File: config.mk
export PLATFORM = sky130hd
export DESIGN_NAME = ppf_tap_hist_ctrl
export DESIGN_NICKNAME = d
export VERILOG_FILES = /design/src/rtl/ppf_hist_pkg.sv /design/src/rtl/tap_slot_counter.sv /design/src/rtl/tap_dly_line.sv /design/src/rtl/tap_hist_ram.sv /design/src/rtl/tap_shift_unit.sv /design/src/rtl/ppf_tap_hist_ctrl.sv
export SDC_FILE = /design/constraint.sdc
export NUM_CORES = 1
export LEC_CHECK = 0
export ABC_AREA = 1
export CAP_MARGIN = 20
export CORE_UTILIZATION = 40
export CTS_CLUSTER_SIZE = 20
export DETAILED_ROUTE_END_ITERATION = 8
export GPL_TIMING_DRIVEN = 0
export PLACE_DENSITY = 0.68
export SLEW_MARGIN = 20
export SYNTH_ARGS = -nofsm -noshare
export SYNTH_HDL_FRONTEND = slang
export SYNTH_SLANG_ARGS = --single-unit
export TNS_END_PERCENT = 30
File: constraint.sdc
create_clock -name clk -period 2 [get_ports clk]
set_input_delay 0.3 -clock clk [delete_from_list [all_inputs] [get_ports clk]]
set_output_delay 0.3 -clock clk [all_outputs]
set_load 0.01 [all_outputs]
File: src/rtl/ppf_hist_pkg.sv
package ppf_hist_pkg;

    // Address width for n entries, never below one bit.
    function automatic int unsigned width_of(input int unsigned n);
        return (n <= 1) ? 1 : $clog2(n);
    endfunction

    // Number of history slots: bands times multiplexed channels.
    function automatic int unsigned slot_total(input int unsigned nbands,
                                               input int unsigned chan_log2);
        return nbands * (1 << chan_log2);
    endfunction

endpackage

File: src/rtl/tap_slot_counter.sv
module tap_slot_counter #(
    parameter int unsigned DEPTH  = 8,
    parameter int unsigned ADDR_W = 3
) (
    input  logic              clk,
    input  logic              rst,
    input  logic              adv,
    output logic [ADDR_W-1:0] slot
);
    localparam logic [ADDR_W-1:0] LAST = ADDR_W'(DEPTH - 1);

    always_ff @(posedge clk) begin
        if (rst)
            slot <= '0;
        else if (adv)
            slot <= (slot == LAST) ? '0 : slot + 1'b1;
    end

    AST_SLOT_HOLD: assert property (@(posedge clk) disable iff (rst)
        !adv |=> $stable(slot));
    AST_SLOT_WRAP: assert property (@(posedge clk) disable iff (rst)
        (adv && slot == LAST) |=> slot == '0);
endmodule

File: src/rtl/tap_dly_line.sv
module tap_dly_line #(
    parameter int unsigned W = 8,
    parameter int unsigned N = 2
) (
    input  logic         clk,
    input  logic         rst,
    input  logic [W-1:0] din,
    output logic [W-1:0] dout
);
    logic [W-1:0] pipe [N];

    always_ff @(posedge clk) begin
        if (rst) begin
            for (int i = 0; i < N; i++) pipe[i] <= '0;
        end else begin
            pipe[0] <= din;
            for (int i = 1; i < N; i++) pipe[i] <= pipe[i-1];
        end
    end

    assign dout = pipe[N-1];
endmodule

File: src/rtl/tap_hist_ram.sv
module tap_hist_ram #(
    parameter int unsigned W      = 24,
    parameter int unsigned DEPTH  = 8,
    parameter int unsigned ADDR_W = 3,
    parameter int unsigned RD_LAT = 2
) (
    input  logic              clk,
    input  logic              rst,
    input  logic [ADDR_W-1:0] rd_addr,
    output logic [W-1:0]      rd_data,
    input  logic              wr_en,
    input  logic [ADDR_W-1:0] wr_addr,
    input  logic [W-1:0]      wr_data
);
    logic [W-1:0] mem     [DEPTH];
    logic [W-1:0] rd_pipe [RD_LAT];

    // Storage is cleared on reset so every history starts at zero.
    always_ff @(posedge clk) begin
        if (rst) begin
            for (int i = 0; i < DEPTH; i++) mem[i] <= '0;
        end else if (wr_en) begin
            mem[wr_addr] <= wr_data;
        end
    end

    always_ff @(posedge clk) begin
        if (rst) begin
            for (int i = 0; i < RD_LAT; i++) rd_pipe[i] <= '0;
        end else begin
            rd_pipe[0] <= mem[rd_addr];
            for (int i = 1; i < RD_LAT; i++) rd_pipe[i] <= rd_pipe[i-1];
        end
    end

    assign rd_data = rd_pipe[RD_LAT-1];
endmodule

File: src/rtl/tap_shift_unit.sv
module tap_shift_unit #(
    parameter int unsigned DAT_W = 8,
    parameter int unsigned NTAPS = 3
) (
    input  logic [DAT_W*NTAPS-1:0] old_word,
    input  logic [DAT_W-1:0]       sample,
    output logic [DAT_W*NTAPS-1:0] new_word
);
    localparam int unsigned WORD_W = DAT_W * NTAPS;

    // Oldest sample falls off the bottom, newest enters at the top.
    always_comb begin
        new_word = WORD_W'({sample, old_word} >> DAT_W);
    end
endmodule

File: src/rtl/ppf_tap_hist_ctrl.sv
module ppf_tap_hist_ctrl
    import ppf_hist_pkg::*;
#(
    parameter int unsigned DAT_W     = 8,
    parameter int unsigned NTAPS     = 3,
    parameter int unsigned NBANDS    = 4,
    parameter int unsigned CHAN_LOG2 = 1,
    parameter int unsigned NSTREAMS  = 2,
    parameter int unsigned RD_LAT    = 2
) (
    input  logic                            clk,
    input  logic                            rst,
    input  logic [NSTREAMS*DAT_W-1:0]       in_dat,
    input  logic                            in_val,
    output logic [NSTREAMS*DAT_W*NTAPS-1:0] hist_vec,
    output logic [width_of(NBANDS)-1:0]     coef_addr,
    output logic                            out_val
);
    localparam int unsigned DEPTH  = slot_total(NBANDS, CHAN_LOG2);
    localparam int unsigned ADDR_W = width_of(DEPTH);
    localparam int unsigned CA_W   = width_of(NBANDS);
    localparam int unsigned WORD_W = DAT_W * NTAPS;
    localparam int unsigned IN_W   = NSTREAMS * DAT_W;
    localparam int unsigned CNT_W  = width_of(RD_LAT + 2) + 1;

    // A slot must not return before its previous write-back lands.
    if (RD_LAT < 1 || DEPTH <= RD_LAT) begin : g_bad_cfg
        $error("ppf_tap_hist_ctrl: need 1 <= RD_LAT < slot count");
    end

    typedef struct packed {
        logic              vld;
        logic [ADDR_W-1:0] slot;
        logic [IN_W-1:0]   dat;
    } stage_t;

    logic [ADDR_W-1:0]        slot_now;
    stage_t                   stg_in, stg_out;
    logic [NSTREAMS*WORD_W-1:0] upd_bus;

    tap_slot_counter #(.DEPTH(DEPTH), .ADDR_W(ADDR_W)) u_slot (
        .clk(clk), .rst(rst), .adv(in_val), .slot(slot_now)
    );

    assign stg_in = '{vld: in_val, slot: slot_now, dat: in_dat};

    // Sample, slot and valid travel alongside the memory read latency.
    tap_dly_line #(.W($bits(stage_t)), .N(RD_LAT)) u_align (
        .clk(clk), .rst(rst), .din(stg_in), .dout(stg_out)
    );

    for (genvar s = 0; s < NSTREAMS; s++) begin : g_stream
        logic [WORD_W-1:0] old_word;

        tap_hist_ram #(.W(WORD_W), .DEPTH(DEPTH), .ADDR_W(ADDR_W), .RD_LAT(RD_LAT)) u_ram (
            .clk(clk), .rst(rst),
            .rd_addr(slot_now), .rd_data(old_word),
            .wr_en(stg_out.vld), .wr_addr(stg_out.slot),
            .wr_data(upd_bus[s*WORD_W +: WORD_W])
        );

        tap_shift_unit #(.DAT_W(DAT_W), .NTAPS(NTAPS)) u_shift (
            .old_word(old_word),
            .sample(stg_out.dat[s*DAT_W +: DAT_W]),
            .new_word(upd_bus[s*WORD_W +: WORD_W])
        );
    end

    always_ff @(posedge clk) begin
        if (rst) begin
            out_val   <= 1'b0;
            hist_vec  <= '0;
            coef_addr <= '0;
        end else begin
            out_val <= stg_out.vld;
            if (stg_out.vld) begin
                hist_vec  <= upd_bus;
                coef_addr <= stg_out.slot[ADDR_W-1 -: CA_W];
            end
        end
    end

    // Samples accepted but not yet presented, used by the checks below.
    logic [CNT_W-1:0] pend;
    always_ff @(posedge clk) begin
        if (rst)
            pend <= '0;
        else
            pend <= pend + CNT_W'(in_val) - CNT_W'(out_val);
    end

    AST_PEND_BOUND: assert property (@(posedge clk) disable iff (rst)
        pend <= CNT_W'(RD_LAT + 1));
    AST_NO_SPURIOUS_VAL: assert property (@(posedge clk) disable iff (rst)
        out_val |-> pend != '0);
    AST_RESET_QUIET: assert property (@(posedge clk) disable iff (rst)
        $past(rst) |-> !out_val);
    AST_COEF_RANGE: assert property (@(posedge clk) disable iff (rst)
        out_val |-> 32'(coef_addr) < NBANDS);
endmodule

======== Word-level counts from Yosys, hierarchy flattened ========
Memory sizes are Yosys's and may differ from the RTL's. A register that Yosys moved wholly into a read port is not among the register bits.
Index checks and enable logic that the tools add are counted.
cells by class
  add/subtract/negate cells ............... 1
  equal/unequal tests ..................... 1
  mux-type cells .......................... 23
  bitwise logic cells ..................... 6
  reductions and logical operators ........ 2
operators with widths
  cell                 count
  $mux 24              6
  $reduce_or 24->1     2
  $mux 20              2
  $mux 3               7
  $mux 1               8
  $or 1x1->1           6
  $add 3x1->3 const B  1
  $eq 3x3->1 const B   1
storage, ports and cells
  bits in registers ....................... 54
  RAM bits ................................ 520
  bits of input ports ..................... 19
  output and inout bits ................... 51
  word-level logic and storage cells ...... 42
  memories ................................ 5
memories
  memory                     words  width  rd ports  clocked after memory_dff  wr ports  RTL line            text
  g_stream[0].u_ram.mem      8      24     1         1                         8         tap_hist_ram.sv:15  logic [W-1:0] mem [DEPTH];
  g_stream[1].u_ram.mem      8      24     1         1                         8         tap_hist_ram.sv:15
  g_stream[0].u_ram.rd_pipe  2      24     2         0                         2         tap_hist_ram.sv:16  logic [W-1:0] rd_pipe [RD_LAT];
  g_stream[1].u_ram.rd_pipe  2      24     2         0                         2         tap_hist_ram.sv:16
  u_align.pipe               2      20     2         0                         2         tap_dly_line.sv:10  logic [W-1:0] pipe [N];

======== Logic depth before layout (Yosys ltp) ========
  depth in word-level cells ............... 5
  mapped depth ............................ 8
  depth with buffers taken out ............ 6

======== Cells and area by module ========
From an unflattened synthesis, not the netlist that was laid out.
unflattened totals
  cell total of the unflattened synthesis .. 2962
  area, all modules ....................... 25715.9 um^2
by module, submodules not included
  module                             times used  cells an instance  area an instance (um^2)  seq. area each (um^2)
  tap_hist_ram at g_stream[1].u_ram  1           1216               10904.2                  6726.5
  tap_hist_ram at g_stream[0].u_ram  1           1216               10903.0                  6726.5
  ppf_tap_hist_ctrl                  1           320                2113.3                   1021.0
  tap_dly_line                       1           144                1296.2                   800.8
  tap_shift_unit                     2           24                 180.2                    0.0
  tap_slot_counter                   1           18                 138.9                    60.1

======== Least setup slack after synthesis ========
No wires, ideal clock.
  path kind ............................... input to register
  start point ............................. input rst
  end point ............................... memory g_stream[0].u_ram.mem[0][10], enable pin
  setup time .............................. 0.389 ns
  data arrival time ....................... 1.751 ns
  data required time ...................... 1.611 ns
  path slack .............................. -0.140 ns
  stages on the path ...................... 7
  buffers on the path ..................... 2
  path through ............................ buf_2 inv_4 nand2_4 nor2_8 nand2_4 buf_6 nand2_1
RTL lines
  item             RTL line                 text
  start, declared  ppf_tap_hist_ctrl.sv:12  input logic rst,
  end, declared    tap_hist_ram.sv:15

==> results.txt <==
----------------------------------------------------
[Status]
  Failing checks ... setup timing
  Run status ... finished with violations

[Route]
  Total length of routed wires ... about 46000 um
  Via total after detailed routing ... between 10000 and 15000
  Number of design-rule violations left by the first detailed-router iteration ... approximately 1300
  Length of the first detailed-routing pass in iterations ... 6
  Post-detailed-route wirelength per cell ... about 18 um
  Remaining number of nets flagged by the antenna check after routing ... 0
  Number of design rule violations left after detail routing ... 0
  Post-detailed-route via-to-cell ratio ... 4.93

[Power and ir drop]
  Pwr Density ... 995 nW/um2
  Combinational power share ... 9.1%
  Sequential Power Share ... between 40 and 50%
  Portion of total power attributed to the clock network ... 43.0%
  Int Pwr ... 15.3 mW
  Leakage power summed over all cells ... around 9 nW
  Net switching fraction of the power ... 24.2%
  Power spent charging and discharging nets ... 4.87 mW
  Post-layout total power ... slightly above 20 mW
  Worst-case vdd ir drop ... ~0.0005 V

[Global route]
  GRT Resource Usage Total ... 21.1%
  GRT met1 Usage ... 27.4%
  M3 GR Usage ... 2.93%
  Routing layer with the top usage in global route ... met2
  Wire length of the first global-routing pass ... about 70000 um
  Via count of the first global-routing pass ... 12637
  Grt total ovfl ... 0
  Maximum number of pins on one net before global-route repair ... 33
  Number of antenna violations at the first check in global routing ... 0
  Met2 Resource Use GR ... 35.3%

[Setup path]
  Largest fanout on the critical path ... 32
  WS Path Type ... reg -> reg
  Most frequent cell on the critical path ... nand2_4
  Type of destination of the critical path ... flip-flop
  Critical path's largest stage delay ... 0.44 ns
  Series of cell instances along the critical path ... buf_6, nand2_4, nor2_8, nand2_4, buf_6, nand2_4
  Slowest-stage cell, CP ... nand2_4
  Critical Path Source Type ... flip-flop
  Crit path required time ... between 2 and 2.5 ns
  Setup slack, reg-to-reg ... -0.1 ns
  Arr. time, crit path ... 2.27 ns

[Synth]
  Net count after synthesis ... 1923
  Synthesized cell area ... 17200 um2
  Synthesized netlist cell count ... 1902
  Share of synthesized flip-flops with an asynchronous set or reset ... 0%
  Warning count from the yosys run ... 0
  Number of synthesized flops with an enable pin ... approximately 260
  Area fraction of the dominant cell type after synthesis ... between 40% and 50%
  Primary FF master, synth ... edfxtp_1
  Post-synthesis cell type with the largest combined area ... edfxtp_1
  Number of synthesized register bits ... around 420
  Netlist cell types ... 20
  Most frequent cell after synthesis ... nor2_1
  Average cell area after synthesis ... 9.02 um2
  Synth top cells by count ... nor2_1 (428), inv_1 (335), nand2_1 (329)
  Share of synthesized area occupied by flip-flops and latches ... 63.6%
  Area contributors post-synth ... edfxtp_1 (45%), dfxtp_1 (19%), nor2_1 (9.4%)

[STA]
  Final setup margin ... -0.0985 ns
  Setup repair after global routing missed its margin ... yes
  Min cycle time layout ... about 2.1 ns
  Final setup skew ... around 0.026 ns
  Worst Tran Pin Value ... 1.14 ns
  Max-slew violations ... 0
  Slew HR ... 24.3%
  # setup viols final ... ~130
  Part of the cycle the worst path needs ... 105%
  Hold Fails Final Rpt ... 0
  Max Clock Freq ... about 480 MHz

[Clocking]
  Post-CTS setup buffer count ... 0
  Root buf cell ... clkbuf_16
  Clk Latency, worst-skew pair ... 0.56 ns
  Number of buffers added by the clock tree synthesis step ... between 40 and 50
  CTS tree ... yes
  Number of buffers inserted for hold repair after clock tree synthesis ... 0
  # H-tree levels ... 2
  Max Root-Sink Buffers ... 3
  Clock-pin slew on the worst setup and hold paths ... approximately 0.060 ns
  Post-CTS resize count ... 8
  Clock sink count ... 417

[Finish]
  Synthesis-to-finish area growth ... 18.1%
  Post-route cell area ... 20300 um2
  Final net count ... approximately 2000
  Number of inserted filler cells in the final layout ... between 3000 and 4000
  Antenna cell count ... 0
  Area taken by multi-input logic gates ... 4320 um2
  Proportion of layout cells with a drive suffix above 1 ... between 8 and 9%
  Register area ... 10900 um2

[Floorplan]
  Full die area ... approximately 44000 um2
  Number of core rows ... 75
  Horizontal extent of the die ... 209 um
  Core Box Area ... 42100 um2
  Vertical extent of the die ... 209 um
  Effective utilization at floorplan ... 40.7%
  Count of boundary I/O pins ... 70

[Run]
  Number of max-cap violations ... 0

[Hold path]
  Hold WC Path Type ... in -> reg

[Place]
  Count of input and output buffers ... 68
  Routability-driven placement congestion ratio ... 0.836
  Placement-stage cell area ... 18700 um2
  Half-perimeter wire length after detailed placement ... roughly 30000 um

----------------------------------------------------
final timing paths:
path                                    startpoint                               end  cells past startpoint
hold / removal                                 rst               u_align.pipe[0][16]                      2
hold reg to reg   g_stream[1].u_ram.rd_pipe[0][15]  g_stream[1].u_ram.rd_pipe[0][39]                      2
setup / recovery               u_align.pipe[0][39]      g_stream[1].u_ram.mem[4][11]                      6
setup reg to reg               u_align.pipe[0][39]      g_stream[1].u_ram.mem[4][11]                      6
layout by cell type (no fill, tap or decap), drive strengths merged, types with 34 or more instances in the layout:
cell           Yosys  layout
clkdlybuf4s50      0      68
nand2            338     338
a21oi             34      34
clkbuf            21      82
dfxtp            161     161
buf               78      82
nand3            160     160
inv              337     339
clkinv            32      45
o21ai             50      50
nor2             430     430
edfxtp           256     256
layer usage:
metal / wire [um] / up-vias
li1: - / 6063
met1: 18300 / 5983
met2: 21500 / 643
met3: 4110 / 106
met4: 1760 / 0
met5: 0 / -
logic make-up (layout without fill, tap and decap cells):
kind of cell	after synthesis	after routing	share of synthesized area, %
simple gates	928	928	22.0
buf+inv	468	622	11.6
flops	417	417	63.6
compound gates	87	87	2.60
fa+ha+maj	2	2	0.146
area by class of cell:
| type | count | share of cell area [%] |
|---|---|---|
| clock inverter | 21 | 1.10 |
| buffer | 99 | 3.01 |
| clock buffer | 60 | 6.60 |
| tap | 539 | 3.33 |
| timing repair buffer | 73 | 3.96 |
| sequential | 417 | 53.8 |
| inverter | 369 | 6.85 |
| multi-input combinational | 1017 | 21.3 |
registers in the layout, indices dropped and copies added, names as in the netlist, named ones only:
name	flops
u_align.pipe	40
coef_addr	2
u_slot.slot	3
g_stream.u_ram.mem	256
hist_vec	48
out_val	1
g_stream.u_ram.rd_pipe	64
critical path: cells and delay by family, from the launching register on:
kind	cells	cell delay [ns]
buffers and inverters	2	0.42
flip-flops	1	0.40
AND/OR/NAND/NOR	4	0.89
power groups by stage:
stage | registers (mW) | clock network [mW] | logic [mW]
finish | 9.65 | 8.67 | 1.84
global route | 9.69 | 9.06 | 2.02
CTS | 9.66 | 8.70 | 1.82
detailed placement | 9.84 | 0 | 1.80
global placement | 9.83 | 0 | 1.72
floorplan | 9.83 | 0 | 1.07
metrics by stage:
stage | cells | TNS [ns] | setup slack (ns) | hold WS, ns | utilization (%)
after floorplan | 1902 | -21.96 | -0.140 | 0.388 | -
after global placement | 2509 | -196.41 | -1.04 | 0.391 | 44.0
after detailed placement | 2514 | -88.23 | -0.577 | 0.392 | 44.3
after CTS | 2595 | -4.08 | -0.0758 | 0.133 | 48.1
after global routing | 2595 | -16.35 | -0.157 | 0.178 | 48.1
final | 2595 | -7.14 | -0.0985 | 0.166 | 48.1
Power figures use the tool's default switching activity.
